`src/rtl/irqgw_pkg.sv`:
```
package irqgw_pkg;
  localparam int ADDR_W  = 6;
  localparam int CFG_W   = 11;
  localparam int DLG_BIT = 10;
  localparam int ID_W    = 5;

  typedef enum logic [2:0] {
    TRIG_OFF    = 3'd0,
    TRIG_DETACH = 3'd1,
    TRIG_RISE   = 3'd4,
    TRIG_FALL   = 3'd5,
    TRIG_HIGH   = 3'd6,
    TRIG_LOW    = 3'd7
  } trig_e;

  localparam logic [ADDR_W-1:0] A_PEND_SET  = 6'h20;
  localparam logic [ADDR_W-1:0] A_PEND_CLR  = 6'h21;
  localparam logic [ADDR_W-1:0] A_EN_SET    = 6'h22;
  localparam logic [ADDR_W-1:0] A_EN_CLR    = 6'h23;
  localparam logic [ADDR_W-1:0] A_NUM_PSET  = 6'h24;
  localparam logic [ADDR_W-1:0] A_NUM_PCLR  = 6'h25;
  localparam logic [ADDR_W-1:0] A_NUM_ESET  = 6'h26;
  localparam logic [ADDR_W-1:0] A_NUM_ECLR  = 6'h27;
  localparam logic [ADDR_W-1:0] A_NUM_PSWAP = 6'h28;

  function automatic logic [31:0] byte_rev(input logic [31:0] v);
    return {v[7:0], v[15:8], v[23:16], v[31:24]};
  endfunction
endpackage

```
`src/rtl/irqgw_in_sync.sv`:
```
module irqgw_in_sync #(
  parameter int W = 31
) (
  input  logic         clk,
  input  logic         rst_n,
  input  logic [W-1:0] raw_i,
  output logic [W-1:0] lvl_o,
  output logic [W-1:0] prev_o
);
  logic [W-1:0] meta_q, lvl_q, prev_q;

  always_ff @(posedge clk or negedge rst_n) begin
    if (!rst_n) begin
      meta_q <= '0;
      lvl_q  <= '0;
      prev_q <= '0;
    end else begin
      meta_q <= raw_i;
      lvl_q  <= meta_q;
      prev_q <= lvl_q;
    end
  end

  assign lvl_o  = lvl_q;
  assign prev_o = prev_q;
endmodule

```
`src/rtl/irqgw_cfg_bank.sv`:
```
module irqgw_cfg_bank
  import irqgw_pkg::*;
#(
  parameter int NUM_SRC   = 31,
  parameter int NUM_CHILD = 1
) (
  input  logic                      clk,
  input  logic                      rst_n,
  input  logic                      wr_en_i,
  input  logic [ID_W-1:0]           wr_idx_i,
  input  logic [CFG_W-1:0]          wdata_i,
  output logic [NUM_SRC:1][CFG_W-1:0] cfg_o,
  output logic [NUM_SRC:1]          kill_o
);
  localparam bit HAS_CHILD = (NUM_CHILD > 0);

  logic [CFG_W-1:0] shaped;

  always_comb begin
    if (wdata_i[DLG_BIT] && HAS_CHILD) begin
      shaped = {1'b1, wdata_i[9:0]};
    end else if (wdata_i[DLG_BIT]) begin
      shaped = '0;
    end else begin
      shaped = {8'b0, wdata_i[2:0]};
    end
  end

  for (genvar s = 1; s <= NUM_SRC; s++) begin : g_src
    logic [CFG_W-1:0] cfg_q;
    logic             cfg_ce;

    always_comb begin
      cfg_ce = wr_en_i && (wr_idx_i == ID_W'(s));
    end

    always_ff @(posedge clk or negedge rst_n) begin
      if (!rst_n) begin
        cfg_q <= '0;
      end else if (cfg_ce) begin
        cfg_q <= shaped;
      end
    end

    assign cfg_o[s]  = cfg_q;
    assign kill_o[s] = cfg_ce && ((shaped == '0) || shaped[DLG_BIT]);
  end
endmodule

```
`src/rtl/irqgw_src_slice.sv`:
```
module irqgw_src_slice
  import irqgw_pkg::*;
(
  input  logic       clk,
  input  logic       rst_n,
  input  logic       dlg_i,
  input  logic [2:0] mode_i,
  input  logic       kill_i,
  input  logic       lvl_i,
  input  logic       prev_i,
  input  logic       msi_i,
  input  logic       sw_pset_i,
  input  logic       sw_pclr_i,
  input  logic       sw_eset_i,
  input  logic       sw_eclr_i,
  input  logic       claim_i,
  output logic       pend_o,
  output logic       en_o
);
  logic pend_q, en_q, pend_d, en_d, pend_ce, en_ce;
  logic is_rise, is_fall, is_high, is_low, is_lvl, active;
  logic hw_set, pset_ok, pclr_ok;

  always_comb begin
    is_rise = !dlg_i && (mode_i == TRIG_RISE);
    is_fall = !dlg_i && (mode_i == TRIG_FALL);
    is_high = !dlg_i && (mode_i == TRIG_HIGH);
    is_low  = !dlg_i && (mode_i == TRIG_LOW);
    is_lvl  = is_high || is_low;
    active  = is_rise || is_fall || is_lvl || (!dlg_i && (mode_i == TRIG_DETACH));

    hw_set  = (is_rise && lvl_i && !prev_i) || (is_fall && !lvl_i && prev_i) ||
              (is_high && lvl_i) || (is_low && !lvl_i);
    pset_ok = sw_pset_i && active && (!is_lvl || msi_i);
    pclr_ok = sw_pclr_i && active && !is_lvl;

    pend_ce = kill_i || hw_set || pset_ok || pclr_ok || claim_i;
    if (kill_i) begin
      pend_d = 1'b0;
    end else begin
      pend_d = hw_set || pset_ok || (pend_q && !pclr_ok && !claim_i);
    end

    en_ce = kill_i || (active && (sw_eset_i || sw_eclr_i));
    if (kill_i) begin
      en_d = 1'b0;
    end else begin
      en_d = sw_eset_i;
    end
  end

  always_ff @(posedge clk or negedge rst_n) begin
    if (!rst_n) begin
      pend_q <= 1'b0;
      en_q   <= 1'b0;
    end else begin
      if (pend_ce) pend_q <= pend_d;
      if (en_ce)   en_q   <= en_d;
    end
  end

  assign pend_o = pend_q;
  assign en_o   = en_q;
endmodule

```
`src/rtl/irq_gateway.sv`:
```
module irq_gateway
  import irqgw_pkg::*;
#(
  parameter int NUM_SRC   = 31,
  parameter int NUM_CHILD = 1
) (
  input  logic               clk,
  input  logic               rst_n,
  input  logic               msi_mode_i,
  input  logic [NUM_SRC:1]   irq_raw_i,
  input  logic               reg_we_i,
  input  logic [ADDR_W-1:0]  reg_addr_i,
  input  logic [31:0]        reg_wdata_i,
  output logic [31:0]        reg_rdata_o,
  input  logic               claim_valid_i,
  input  logic [ID_W-1:0]    claim_id_i,
  output logic [NUM_SRC:0]   pend_o,
  output logic [NUM_SRC:0]   en_o,
  output logic [NUM_SRC:0]   level_o
);
  logic rst_s1_q, rst_core_n;
  logic [NUM_SRC:1] lvl_w, prev_w, pend_w, en_w, kill_w;
  logic [NUM_SRC:1] pset_w, pclr_w, eset_w, eclr_w, claim_w;
  logic [NUM_SRC:1][CFG_W-1:0] cfg_w;
  logic        cfg_wr;
  logic [31:0] swapped;

  always_ff @(posedge clk or negedge rst_n) begin
    if (!rst_n) begin
      rst_s1_q   <= 1'b0;
      rst_core_n <= 1'b0;
    end else begin
      rst_s1_q   <= 1'b1;
      rst_core_n <= rst_s1_q;
    end
  end

  irqgw_in_sync #(.W(NUM_SRC)) u_sync (
    .clk    (clk),
    .rst_n  (rst_core_n),
    .raw_i  (irq_raw_i),
    .lvl_o  (lvl_w),
    .prev_o (prev_w)
  );

  always_comb begin
    cfg_wr = reg_we_i && (reg_addr_i != '0) && (reg_addr_i <= ADDR_W'(NUM_SRC));
  end

  irqgw_cfg_bank #(.NUM_SRC(NUM_SRC), .NUM_CHILD(NUM_CHILD)) u_cfg (
    .clk      (clk),
    .rst_n    (rst_core_n),
    .wr_en_i  (cfg_wr),
    .wr_idx_i (reg_addr_i[ID_W-1:0]),
    .wdata_i  (reg_wdata_i[CFG_W-1:0]),
    .cfg_o    (cfg_w),
    .kill_o   (kill_w)
  );

  always_comb begin
    swapped = byte_rev(reg_wdata_i);
    for (int s = 1; s <= NUM_SRC; s++) begin
      pset_w[s]  = reg_we_i && (((reg_addr_i == A_PEND_SET) && reg_wdata_i[s]) ||
                                ((reg_addr_i == A_NUM_PSET) && (reg_wdata_i == 32'(s))) ||
                                ((reg_addr_i == A_NUM_PSWAP) && (swapped == 32'(s))));
      pclr_w[s]  = reg_we_i && (((reg_addr_i == A_PEND_CLR) && reg_wdata_i[s]) ||
                                ((reg_addr_i == A_NUM_PCLR) && (reg_wdata_i == 32'(s))));
      eset_w[s]  = reg_we_i && (((reg_addr_i == A_EN_SET) && reg_wdata_i[s]) ||
                                ((reg_addr_i == A_NUM_ESET) && (reg_wdata_i == 32'(s))));
      eclr_w[s]  = reg_we_i && (((reg_addr_i == A_EN_CLR) && reg_wdata_i[s]) ||
                                ((reg_addr_i == A_NUM_ECLR) && (reg_wdata_i == 32'(s))));
      claim_w[s] = claim_valid_i && (claim_id_i == ID_W'(s));
    end
  end

  for (genvar s = 1; s <= NUM_SRC; s++) begin : g_slice
    irqgw_src_slice u_slice (
      .clk       (clk),
      .rst_n     (rst_core_n),
      .dlg_i     (cfg_w[s][DLG_BIT]),
      .mode_i    (cfg_w[s][2:0]),
      .kill_i    (kill_w[s]),
      .lvl_i     (lvl_w[s]),
      .prev_i    (prev_w[s]),
      .msi_i     (msi_mode_i),
      .sw_pset_i (pset_w[s]),
      .sw_pclr_i (pclr_w[s]),
      .sw_eset_i (eset_w[s]),
      .sw_eclr_i (eclr_w[s]),
      .claim_i   (claim_w[s]),
      .pend_o    (pend_w[s]),
      .en_o      (en_w[s])
    );
  end

  assign pend_o  = {pend_w, 1'b0};
  assign en_o    = {en_w, 1'b0};
  assign level_o = {lvl_w, 1'b0};

  always_comb begin
    reg_rdata_o = '0;
    for (int s = 1; s <= NUM_SRC; s++) begin
      if (reg_addr_i == ADDR_W'(s)) reg_rdata_o[CFG_W-1:0] = cfg_w[s];
    end
    if (reg_addr_i == A_PEND_SET) reg_rdata_o[NUM_SRC:0] = {pend_w, 1'b0};
    if (reg_addr_i == A_PEND_CLR) reg_rdata_o[NUM_SRC:0] = {lvl_w, 1'b0};
    if (reg_addr_i == A_EN_SET)   reg_rdata_o[NUM_SRC:0] = {en_w, 1'b0};
  end
endmodule

```
`config.mk`:
```
export PLATFORM = sky130hd
export DESIGN_NAME = irq_gateway
export DESIGN_NICKNAME = d
export VERILOG_FILES = /design/src/rtl/irqgw_pkg.sv /design/src/rtl/irqgw_in_sync.sv /design/src/rtl/irqgw_cfg_bank.sv /design/src/rtl/irqgw_src_slice.sv /design/src/rtl/irq_gateway.sv
export SDC_FILE = /design/constraint.sdc
export NUM_CORES = 1
export LEC_CHECK = 0
export BUFFER_PORTS_ARGS = -buffer_cell sky130_fd_sc_hd__buf_2
export CAP_MARGIN = 10
export CORE_UTILIZATION = 55
export CTS_CLUSTER_SIZE = 20
export DETAILED_ROUTE_END_ITERATION = 6
export PLACE_DENSITY = 0.77
export SLEW_MARGIN = 25
export SYNTH_ARGS = -nofsm -noshare
export SYNTH_HDL_FRONTEND = slang
export SYNTH_SLANG_ARGS = --single-unit
export TNS_END_PERCENT = 100
```
`constraint.sdc`:
```
create_clock -name clk -period 15.4 [get_ports clk]
set_clock_uncertainty 0.15 [all_clocks]
set_input_delay 3.08 -clock clk [delete_from_list [all_inputs] [get_ports clk]]
set_output_delay 3.08 -clock clk [all_outputs]
set_load 0.01 [all_outputs]
```
==> out/results.txt, run 1 <==
Core ar.: 49000 µm²
Via count: 25900
Final hold violations: 0
Hold Crit Depth: 0
Pins Over Slew Limit: 0
Crit Path Class: in -> out
Die area: 50500 µm²
WP data arrival: 6.75 ns
Fraction of registers with async set or reset after synthesis: 100%
Reg clk slew, reported paths: 0.06 ns
Final instance area: 29800 µm²
Yosys reg bits: 498
Mapped Avg Cell Area: 9.08 µm²
Post-synth EDFFs: 0
Antenna viol nets, final: 0
WHS: 0.193 ns
Clock sink total: 498
Least-Margin Pin Slew: 1.16 ns
Combinational Power Share: 17.0%
Setup crit end kind: output port
Tcrit/Tclk final: 64.8%
CTS Hold Bufs: 0
Status: finished clean
Synth unique cells: 77
Internal cell power: 2.44 mW
Non-filler cells, final: 3686
Syn Std Cell Area: 27300 µm²
Power, Total: 3.58 mW
Setup Buffers After CTS: 0
CTS Buffer Depth: 3
GR Util All Layers: 45.7%
First-pass GRT wire length: 167000 µm
Row count: 81
Synth Flop Type: dfrtp_1
Switching power: 1.14 mW
Initial Util: 55.7%
FF-to-FF setup slack: 12.79 ns
First drt pass iteration count: 7
Worst min path class: reg -> reg
VDD IR-drop max: 0.0000910 V
Reg2Reg Capture Point: u_sync.lvl_o[23]
Place WS: 5.58 ns
CTS tree: built
Layout Nets: 3059
CP startpoint kind: input port
RSZ-0062 raised after global routing: no
Final Setup Violations: 0
Critical Path RT: 12.17 ns
Synthesis Warnings: 0
Gpl congestion: 1.05
Register area share after synthesis: 45.7%
Routed len/inst: 31.5 µm
Congestion Overflow GR: 0
Post-CTS resize count: 0
Max cap viols: 0
Area Growth Syn to Fin: 9.20%
Worst Setup Slack, final: 5.42 ns
Pin count of the biggest net entering global routing: 197
Max Fanout on Critical Path: 127
CTS Buf Count: 53
WL final: 116000 µm
IO Port Bufs: 203
Fill cells: 4273
Reg power frac: 46.2%
Vias per inst: 7.01
Clock share of power: 36.8%
Min cycle time layout: 9.98 ns
Finished Core Util: 60.9%
Total I/O pin count: 207
PwrDens: 120 nW/µm²
Die Width: 225 µm
Leakage power: 12.5 nW
Relative slew margins: 21.7%
Peak Freq: 100 MHz
Worst r2r path cells: 2
Initial antenna violation count: 4
Cell Count Post-Placement: 3588
H-Tree Depth: 2
# DRC: 0
Root Driver: clkbuf_16
Share of layout cells above drive strength 1: 18.4%
DR iter-0 viols: 3847
Switch share: 31.9%
HPWL after DPL: 78900 µm
Die Ht: 225 µm
Worst skew pair latency: 0.64 ns
Post-Syn Instances: 3005
Post-place instance area: 28000 µm²
Worst reg2reg startpoint: rst_core_n
Hold_sp: u_sync.meta_q[2]
Vias in the first global route: 24400
Setup TNS: 0 ns
Hold endpoint: u_sync.lvl_o[2]
[cells in the final DEF, fill, tap and decap left out, drive strengths merged, types with 32 or more instances in the layout]
master and n:
o21ai 398, a21oi 224, nor3 38, buf 249, clkbuf 71, inv 43
nor2b 60, a211oi 32, nor2 239, nand2 357, dfrtp 498, a22oi 84
nand3 55, mux2i 68, mux2 148
[cells in the mapped netlist, drive strengths merged, types with 9 or more instances]
| library cell | count | area (µm²) |
|---|---|---|
| dfrtp | 498 | 12500 |
| o21ai | 398 | 1990 |
| nand2 | 357 | 1340 |
| nor2 | 239 | 897 |
| a21oi | 224 | 1120 |
| clkbuf | 181 | 679 |
| buf | 151 | 983 |
| mux2 | 148 | 1670 |
| a22oi | 84 | 631 |
| mux2i | 68 | 681 |
| nor2b | 60 | 375 |
| nand3 | 55 | 275 |
| inv | 42 | 158 |
| nor3 | 38 | 190 |
| a211oi | 32 | 240 |
| or2 | 31 | 194 |
| a22o | 25 | 219 |
| a31oi | 25 | 156 |
| nor3b | 24 | 180 |
| nor4b | 24 | 210 |
| nand2b | 23 | 144 |
| o221ai | 22 | 193 |
| o22ai | 19 | 119 |
| o32a | 16 | 160 |
| nor4 | 14 | 143 |
| a211o | 13 | 114 |
| a32oi | 11 | 96.3 |
| nor4bb | 10 | 100 |
| o211ai | 10 | 75.1 |
| o2bb2ai | 10 | 87.6 |
| o31ai | 10 | 75.1 |
| a221oi | 9 | 78.8 |
| mux4 | 9 | 203 |
[registers in the layout, indices dropped and copies added (netlist names)]
signal / count
g_slice.u_slice.en_o: 31
rst_core_n: 1
u_cfg.g_src.cfg_q: 341
rst_s1_q: 1
u_sync.lvl_o: 31
u_sync.prev_o: 31
g_slice.u_slice.pend_o: 31
u_sync.meta_q: 31
[how the worst max path moves through the flow]
stage                             start                       end  slack (ns)
after CTS                 reg_addr_i[0]            reg_rdata_o[1]        5.61
after global placement    reg_addr_i[0]            reg_rdata_o[7]        5.66
after global routing      reg_addr_i[0]            reg_rdata_o[1]        5.31
after floorplan              rst_core_n  g_slice[10].u_slice.en_o        0.34
final                     reg_addr_i[0]            reg_rdata_o[1]        5.42
after detailed placement  reg_addr_i[0]            reg_rdata_o[1]        5.58
[layout make-up]
class                      count  area, µm²  area share, %
antenna                        3       7.51         0.0252
clock buffer                  70       1470           4.94
clock inverter                24        273          0.916
inverter                      43        161          0.542
multi-input combinational   2134      13200           44.1
sequential                   498      12500           41.8
tap                          664        831           2.79
timing repair buffer         250       1430           4.80
[power groups by stage]
stage | combinational [mW] | sequential [mW] | clock, mW
after floorplan | 0.443 | 1.58 | 0
after global placement | 0.573 | 1.66 | 0
after detailed placement | 0.589 | 1.66 | 0
after CTS | 0.592 | 1.64 | 1.31
after global routing | 0.654 | 1.66 | 1.36
final | 0.609 | 1.65 | 1.32
[critical path, cell delays in order]
cell	delay, ns
clkbuf_8	0.51
buf_12	0.54
nand2b_1	0.85
o221ai_1	0.22
a221oi_1	0.40
o221ai_1	0.21
a21oi_1	0.47
buf_2	0.23
[cell families after synthesis]
family | share of synthesized area, %
AO/OA/AOI/OAI | 22.1
AND/OR/NAND/NOR | 16.2
multiplexers | 9.35
flip-flops | 45.7
buffers and inverters | 6.69
other | 0.0275
[routing by layer]
layer  GRT usage (%)  up-vias  wire length (µm)
met2            67.4     1984             49700
met3            12.1      518             14200
li1                -    10700                 -
met1            59.2    12700             42800
met5               0        -                16
met4            30.3        2              9240
No activity file was read; power rests on OpenSTA's default activity.
==> run 2, diff against run 1 <==
--- a/config.mk
+++ b/config.mk
@@ -10,7 +10,7 @@
 export CORE_UTILIZATION = 55
 export CTS_CLUSTER_SIZE = 20
 export DETAILED_ROUTE_END_ITERATION = 6
-export PLACE_DENSITY = 0.77
+export PLACE_DENSITY = 0.74
 export SLEW_MARGIN = 25
 export SYNTH_ARGS = -nofsm -noshare
 export SYNTH_HDL_FRONTEND = slang
==> constraint.sdc (replaced) <==
create_clock -name clk -period 10.14 [get_ports clk]
set_clock_uncertainty 0.15 [all_clocks]
set_input_delay 2.028 -clock clk [delete_from_list [all_inputs] [get_ports clk]]
set_output_delay 2.028 -clock clk [all_outputs]
set_load 0.01 [all_outputs]
==> out/results.txt, run 2 (same netlist as run 1, synthesis figures left out) <==
Die Ht: 225 µm
Clock sink total: 498
Initial antenna violation count: 7
Die area: 50500 µm²
Vias per inst: 6.98
CTS Buffer Depth: 3
Root Driver: clkbuf_16
Die Width: 225 µm
Relative slew margins: 17.6%
CP startpoint kind: input port
Finished Core Util: 61.1%
Hold_sp: u_sync.meta_q[10]
CTS tree: built
Gpl congestion: 1.02
HPWL after DPL: 80600 µm
First-pass GRT wire length: 167000 µm
WL final: 116000 µm
Worst reg2reg startpoint: rst_core_n
Cell Count Post-Placement: 3590
Final Setup Violations: 0
Setup Buffers After CTS: 0
Leakage power: 12.6 nW
# DRC: 8
RSZ-0062 raised after global routing: no
Initial Util: 55.7%
CTS Hold Bufs: 0
VDD IR-drop max: 0.000161 V
Pin count of the biggest net entering global routing: 139
PwrDens: 185 nW/µm²
GR Util All Layers: 45.8%
WP data arrival: 5.51 ns
Met1 Wirelength: 43700 µm
Hold Crit Depth: 0
Worst r2r path cells: 2
FF-to-FF setup slack: 7.63 ns
Most frequent cells in the layout: dfrtp_1, o21ai_0, nand2_1
Max reg flops: 341
Routed wl met2: 50500 µm
Share of layout cells above drive strength 1: 18.5%
Top Metal Used: met5
Worst min path class: reg -> reg
CTS Buf Count: 54
Routed len/inst: 31.4 µm
Final instance area: 29900 µm²
Biggest register: u_cfg.g_src.cfg_q
Pins Over Slew Limit: 0
Final hold violations: 0
Power, Total: 5.54 mW
H-Tree Depth: 2
Worst skew pair latency: 0.63 ns
Total I/O pin count: 207
Max Fanout on Critical Path: 69
Worst Setup Slack, final: 2.45 ns
Violated checks: DRC
Place WS: 2.59 ns
Layout Nets: 3061
Reg clk slew, reported paths: 0.06 ns
Most common cell after layout, fill and taps aside: dfrtp_1
DR WL met3: 12700 µm
Peak Freq: 130 MHz
Congestion Overflow GR: 0
Vias in the first global route: 24600
Row count: 81
Status: complete, but fails checks
DR iter-0 viols: 3776
Core ar.: 49000 µm²
Non-filler cells, final: 3692
First drt pass iteration count: 7
Post-CTS resize count: 0
Area Growth Syn to Fin: 9.69%
Setup TNS: 0 ns
Antenna viol nets, final: 0
Tcrit/Tclk final: 75.9%
Min cycle time layout: 7.69 ns
Setup crit end kind: output port
Reg2Reg Capture Point: u_sync.meta_q[22]
Least-Margin Pin Slew: 1.23 ns
Crit Path Class: in -> out
Max cap viols: 0
IO Port Bufs: 203
Post-place instance area: 28000 µm²
Critical Path RT: 7.96 ns
Via count: 25800
Hold endpoint: u_sync.lvl_o[10]
WHS: 0.198 ns
==> run 2: changes by cell type in the layout (fill, tap and decap cells not counted), moves of 2 or more <==
cell        before  now
clkbuf_1        10   12
bufinv_16        4    8
clkinv_4         5    3
clkinv_2        10    7
clkinvlp_4       3    5
nand2_1        354  352
nand2_2          3    5
==> run 2: area by class of cell <==
type	instances	area [µm²]
timing repair buffer	251	1430
clock buffer	73	1500
tap	664	831
sequential	498	12500
antenna	3	7.51
fill	4220	19000
multi-input combinational	2134	13100
inverter	43	161
clock inverter	26	380
==> run 2: per-layer routing <==
metal  track usage (%)  vias to the layer above
met5                 0                        -
met4              30.7                        4
met3              10.6                      509
met2              68.8                     1856
met1              59.4                    12700
li1                  -                    10700
==> run 2: critical path, cell delays in order <==
cell and delay (ns):
buf_4 0.37, buf_4 0.75, and2_1 0.78, nand3_1 0.21
a2111oi_0 0.57, o41ai_1 0.17, a21oi_1 0.39, buf_2 0.21
==> run 2: power breakdown <==
group	internal (mW)	switching [mW]	leakage, nW
clock	1.25	0.869	0.907
sequential	2.20	0.292	6.47
combinational	0.367	0.560	5.21
total	3.82	1.72	12.6
==> run 2: how the worst max path moves through the flow <==
stage,endpoint,slack (ns),start
detailed placement,reg_rdata_o[0],2.59,reg_addr_i[1]
global route,reg_rdata_o[0],2.38,reg_addr_i[1]
finish,reg_rdata_o[0],2.45,reg_addr_i[1]
floorplan,g_slice[10].u_slice.en_o,1.88,rst_core_n
global placement,reg_rdata_o[0],2.67,reg_addr_i[1]
CTS,reg_rdata_o[0],2.56,reg_addr_i[1]
